### src/rtl/hzd_pkg.sv
package hzd_pkg;

  typedef enum logic [1:0] {
    SRC_REGFILE = 2'b00,
    SRC_ALU     = 2'b01,
    SRC_WBK     = 2'b10
  } opnd_src_e;

  localparam int unsigned NUM_OPND = 2;

endpackage

### src/rtl/hzd_operand_match.sv
module hzd_operand_match #(
  parameter int unsigned REG_AW = 5
) (
  input  logic [REG_AW-1:0] src,
  input  logic              src_used,
  input  logic [REG_AW-1:0] exe_dst,
  input  logic              exe_wen,
  input  logic              exe_is_load,
  input  logic [REG_AW-1:0] mem_dst,
  input  logic              mem_wen,
  output logic              hit_alu,
  output logic              hit_wbk,
  output logic              hit_load
);

  localparam logic [REG_AW-1:0] ZERO_REG = '0;

  logic live;
  logic exe_eq;
  logic mem_eq;

  always_comb begin
    live     = src_used && (src != ZERO_REG);
    exe_eq   = live && exe_wen && (exe_dst == src);
    mem_eq   = live && mem_wen && (mem_dst == src);
    hit_alu  = exe_eq && !exe_is_load;
    hit_load = exe_eq && exe_is_load;
    hit_wbk  = mem_eq;
  end

endmodule

### src/rtl/hzd_src_pick.sv
module hzd_src_pick
  import hzd_pkg::*;
(
  input  logic      hit_alu,
  input  logic      hit_wbk,
  input  logic      kill,
  output opnd_src_e src_next
);

  always_comb begin
    if (kill)         src_next = SRC_REGFILE;
    else if (hit_alu) src_next = SRC_ALU;
    else if (hit_wbk) src_next = SRC_WBK;
    else              src_next = SRC_REGFILE;
  end

endmodule

### src/rtl/hzd_fwd_unit.sv
module hzd_fwd_unit
  import hzd_pkg::*;
#(
  parameter int unsigned REG_AW = 5
) (
  input  logic              clk,
  input  logic              rst,
  input  logic [REG_AW-1:0] dec_src_a,
  input  logic [REG_AW-1:0] dec_src_b,
  input  logic              dec_use_a,
  input  logic              dec_use_b,
  input  logic [REG_AW-1:0] exe_dst,
  input  logic              exe_wen,
  input  logic              exe_is_load,
  input  logic [REG_AW-1:0] mem_dst,
  input  logic              mem_wen,
  output logic [1:0]        opnd_a_sel,
  output logic [1:0]        opnd_b_sel,
  output logic              hold_front,
  output logic              exe_bubble
);

  logic [REG_AW-1:0] src_arr  [NUM_OPND];
  logic              used_arr [NUM_OPND];
  logic [NUM_OPND-1:0] hit_alu;
  logic [NUM_OPND-1:0] hit_wbk;
  logic [NUM_OPND-1:0] hit_load;
  opnd_src_e         src_next [NUM_OPND];
  opnd_src_e         src_q    [NUM_OPND];
  logic              load_use;

  assign src_arr[0]  = dec_src_a;
  assign src_arr[1]  = dec_src_b;
  assign used_arr[0] = dec_use_a;
  assign used_arr[1] = dec_use_b;

  // Interlock: a load in execute feeding either decode source.
  assign load_use   = |hit_load;
  assign hold_front = load_use;
  assign exe_bubble = load_use;

  for (genvar i = 0; i < NUM_OPND; i++) begin : g_opnd
    hzd_operand_match #(.REG_AW(REG_AW)) u_match (
      .src        (src_arr[i]),
      .src_used   (used_arr[i]),
      .exe_dst    (exe_dst),
      .exe_wen    (exe_wen),
      .exe_is_load(exe_is_load),
      .mem_dst    (mem_dst),
      .mem_wen    (mem_wen),
      .hit_alu    (hit_alu[i]),
      .hit_wbk    (hit_wbk[i]),
      .hit_load   (hit_load[i])
    );

    hzd_src_pick u_pick (
      .hit_alu (hit_alu[i]),
      .hit_wbk (hit_wbk[i]),
      .kill    (load_use),
      .src_next(src_next[i])
    );

    always_ff @(posedge clk) begin
      if (rst) src_q[i] <= SRC_REGFILE;
      else     src_q[i] <= src_next[i];
    end
  end

  assign opnd_a_sel = src_q[0];
  assign opnd_b_sel = src_q[1];

  AST_BUBBLE_CLEARS_SEL: assert property (@(posedge clk) disable iff (rst)
    hold_front |=> (opnd_a_sel == 2'b00 && opnd_b_sel == 2'b00));
  AST_NONLOAD_NO_STALL: assert property (@(posedge clk) disable iff (rst)
    !exe_is_load |-> !hold_front);
  AST_LOAD_NOT_ALU_SRC: assert property (@(posedge clk) disable iff (rst)
    exe_is_load |=> (opnd_a_sel != 2'b01 && opnd_b_sel != 2'b01));
  AST_ZERO_SRC_QUIET: assert property (@(posedge clk) disable iff (rst)
    (dec_src_a == '0 && dec_src_b == '0) |-> !exe_bubble);
  AST_NO_WRITER_QUIET: assert property (@(posedge clk) disable iff (rst)
    (!exe_wen && !mem_wen) |=> (opnd_a_sel == 2'b00 && opnd_b_sel == 2'b00));
  AST_SEL_LEGAL: assert property (@(posedge clk) disable iff (rst)
    (opnd_a_sel != 2'b11 && opnd_b_sel != 2'b11));

endmodule

### config.mk
export PLATFORM = sky130hd
export DESIGN_NAME = hzd_fwd_unit
export DESIGN_NICKNAME = d
export VERILOG_FILES = /design/src/rtl/hzd_pkg.sv /design/src/rtl/hzd_operand_match.sv /design/src/rtl/hzd_src_pick.sv /design/src/rtl/hzd_fwd_unit.sv
export SDC_FILE = /design/constraint.sdc
export NUM_CORES = 1
export LEC_CHECK = 0
export BUFFER_PORTS_ARGS = -buffer_cell sky130_fd_sc_hd__buf_2
export CORE_AREA = 2 2 39 41
export CTS_CLUSTER_SIZE = 40
export DETAILED_ROUTE_END_ITERATION = 16
export DIE_AREA = 0 0 41 43
export HOLD_SLACK_MARGIN = 0.1
export PLACE_DENSITY = 0.66
export SYNTH_ARGS = -nofsm -noshare
export SYNTH_HDL_FRONTEND = slang
export SYNTH_SLANG_ARGS = --single-unit
export TNS_END_PERCENT = 100
### constraint.sdc
create_clock -name clk -period 2.13 [get_ports clk]
set_input_delay 0.213 -clock clk [delete_from_list [all_inputs] [get_ports clk]]
set_output_delay 0.213 -clock clk [all_outputs]
set_load 0.05 [all_outputs]
==> results.md <==
- Die H: 43 um
- Crit-path leading delay family: simple AND/OR/NAND/NOR gates
- Cell area power density: roughly 420 mW/mm^2
- First drt pass iteration count: 2
- DP Wirelength: 935 um
- Most frequent cells in the layout: buf_2, xnor2_1, xor2_1
- Least-Margin Pin Slew: 0.317 ns
- Post-Syn Area: 417 sq um
- Share of cells above drive strength 1: between 50% and 60%
- Ports: 33
- Post-synth cell types: 15
- Die width: 41 um
- Sw Pwr: between 70 and 80 uW
- Worst min path class: in2reg
- Initial antenna violation count: 0
- Detailed-route via count: approximately 450
- CTS Root Cell: clkbuf_4
- Number of H-tree levels: 1
- Reg power frac: 29.6%
- Most flop-heavy register: src_q
- Min Tclk post-route: 1.77 ns
- Vias per cell: 4.78
- Mapped Avg Cell Area: a little over 9 sq um
- CTS Buf Count: 3
- Final nets: 108
- Commonest non-fill, non-tap cell in the layout: buf_2
- # clock sinks: 4
- Final std cells w/o fill: 95
- RSZ-0062 raised after global routing: no
- Fillers: 146
- Dpl cells: 92
- Core area: between 0.001 and 0.0015 sq mm
- P_int: between 150 and 200 uW
- Number of flip-flops in the largest register: 4
- Global placement routability congestion: about 0.75
- Cells after synthesis: 45
- Sequential-to-total area share from yosys stat: 19.2%
- Global-route wire length before repair: between 1500 and 2000 um
- Lkg Pwr: 0.264 nW
- Vias in the first global route: between 400 and 500
- Resized cells post-CTS: 0
- Worst vdd ir: ~0.16 mV
- FF+latch count, synth: 4
- Final hold violation count: 0
- Routed Antenna Nets: 0
- DRC viols: 0
- Startpoint class of the critical path: input port
- Wire per inst: 10.7 um
- Die area: 0.00176 sq mm
- Min-delay src: rst
- Final Setup Violations: 0
- Slew margin rel.: between 70% and 80%
- IO Port Bufs: 32
- Largest net degree at the start of global routing: 6
- Largest area contributor in the netlist: xnor2_1
- Critical path required time: 1.92 ns
- Max incr delay on CP: approximately 0.54 ns
- Switching Share: 28.7%
- Yosys top cell area share: roughly a quarter
- WP data arrival: 1.55 ns
- Crit Path Class: in2out
- Post-CTS Hold Fix Bufs: 0
- Ant diodes: 0
- Critical-path cell list: buf_2 > or4_1 > o21ai_2 > nor3_2 > o21a_1 > buf_2
- Floorplan row count: 14
- CP dominant cell by count: buf_2
- Starting density of the core: a little under a third
- Biggest regs: src_q (4)
- CP endpoint kind: output pin
- Setup Buffers After CTS: 0
- Tot GR Track Use: 13.9%
- Worst-path clk slew: 0.04 ns
- Fin crit share: 83.0%
- Setup TNS: 0 ns
- Synth warn: 0
- Grt ovf: 0
- Combinational power share: 33.8%
- Worst path slowest cell: or4_1
- Post-Syn Nets: between 70 and 80
- Crit. Startpoint: dec_src_b[1]
- Most area-consuming cells after synthesis: xnor2_1, dfxtp_1, xor2_1
- CTS tree: built
- Area Overhead vs Synth: 46.8%
- Worst path bufs/invs: 2
- Status: completed
- Slew Limit Fails: 0
- DR iter-0 viols: 1
- Maximum fanout along the worst path: 4
- WL final: 1010 um
- Max-Cap Viols: 0
- Fmax: 566 MHz
- Maximum clock path buffer count: 2
- Clock share of power: 36.6%
-- final cells by class --
| type | count | area, sq um | area share (%) |
|---|---|---|---|
| Sequential cell | 4 | 80.1 | 13.1 |
| Multi-Input combinational cell | 40 | 329 | 53.8 |
| Timing Repair Buffer | 32 | 160 | 26.2 |
| Clock buffer | 3 | 22.5 | 3.68 |
| Tap cell | 16 | 20.0 | 3.27 |
-- power by group through the flow --
stage | Sequential, mW | Clock [mW] | Combinational (mW)
finish | 0.0757 | 0.0935 | 0.0863
global route | 0.0756 | 0.101 | 0.0954
CTS | 0.0757 | 0.100 | 0.0873
detailed placement | 0.0768 | 0 | 0.0870
global placement | 0.0768 | 0 | 0.0858
floorplan | 0.0779 | 0 | 0.0416
-- metal layers --
layer / wire length (um) / GRT usage [%] / share of wire [%] / vias to the layer above
met2: 505 / 22.2 / 50 / 28
met1: 357 / 15.0 / 35 / 190
met3: 122 / 3.14 / 12 / 4
met5: 0 / 0 / 0 / -
li1: - / - / - / 232
met4: 27 / 10.0 / 2.7 / 0
-- worst paths after layout --
kind                                      to  slack, ns  cells after the start
worst max-delay path              hold_front       0.36                      6
worst min-delay path  src_q[0][0]$_SDFF_PP0_       0.18                      2
-- kinds of logic (layout without fill, tap and decap cells) --
family | after synthesis | after routing | synth area share (%)
xor+xnor | 20 | 20 | 42.0
simple gates | 15 | 15 | 23.7
compound gates | 5 | 5 | 13.2
flops | 4 | 4 | 19.2
buf+inv | 1 | 35 | 1.80
-- per-stage QoR --
step / power [mW] / instance area [sq um] / worst slack, ns / hold WS [ns] / utilization [%]
6_report: 0.256 / 612 / 0.363 / 0.178 / 44.2
3_5_place_dp: 0.164 / 589 / 0.358 / 0.419 / 42.6
2_1_floorplan: 0.120 / 417 / 0.267 / 0.288 / -
5_1_grt: 0.272 / 612 / 0.301 / 0.183 / 44.2
4_1_cts: 0.263 / 612 / 0.354 / 0.167 / 44.2
3_3_place_gp: 0.163 / 589 / 0.376 / 0.416 / 42.6
-- synthesized netlist by cell type --
master     instances
or4_1              2
buf_4              1
nor3_2             2
nor4_1             2
nand2_1            2
nor2b_1            1
a2111oi_2          2
dfxtp_1            4
o21ai_2            2
o21a_1             1
xor2_1             8
nand3_1            2
nand4_1            2
nor3b_1            2
xnor2_1           12
Note: power is estimated with default switching activity, not from simulation.
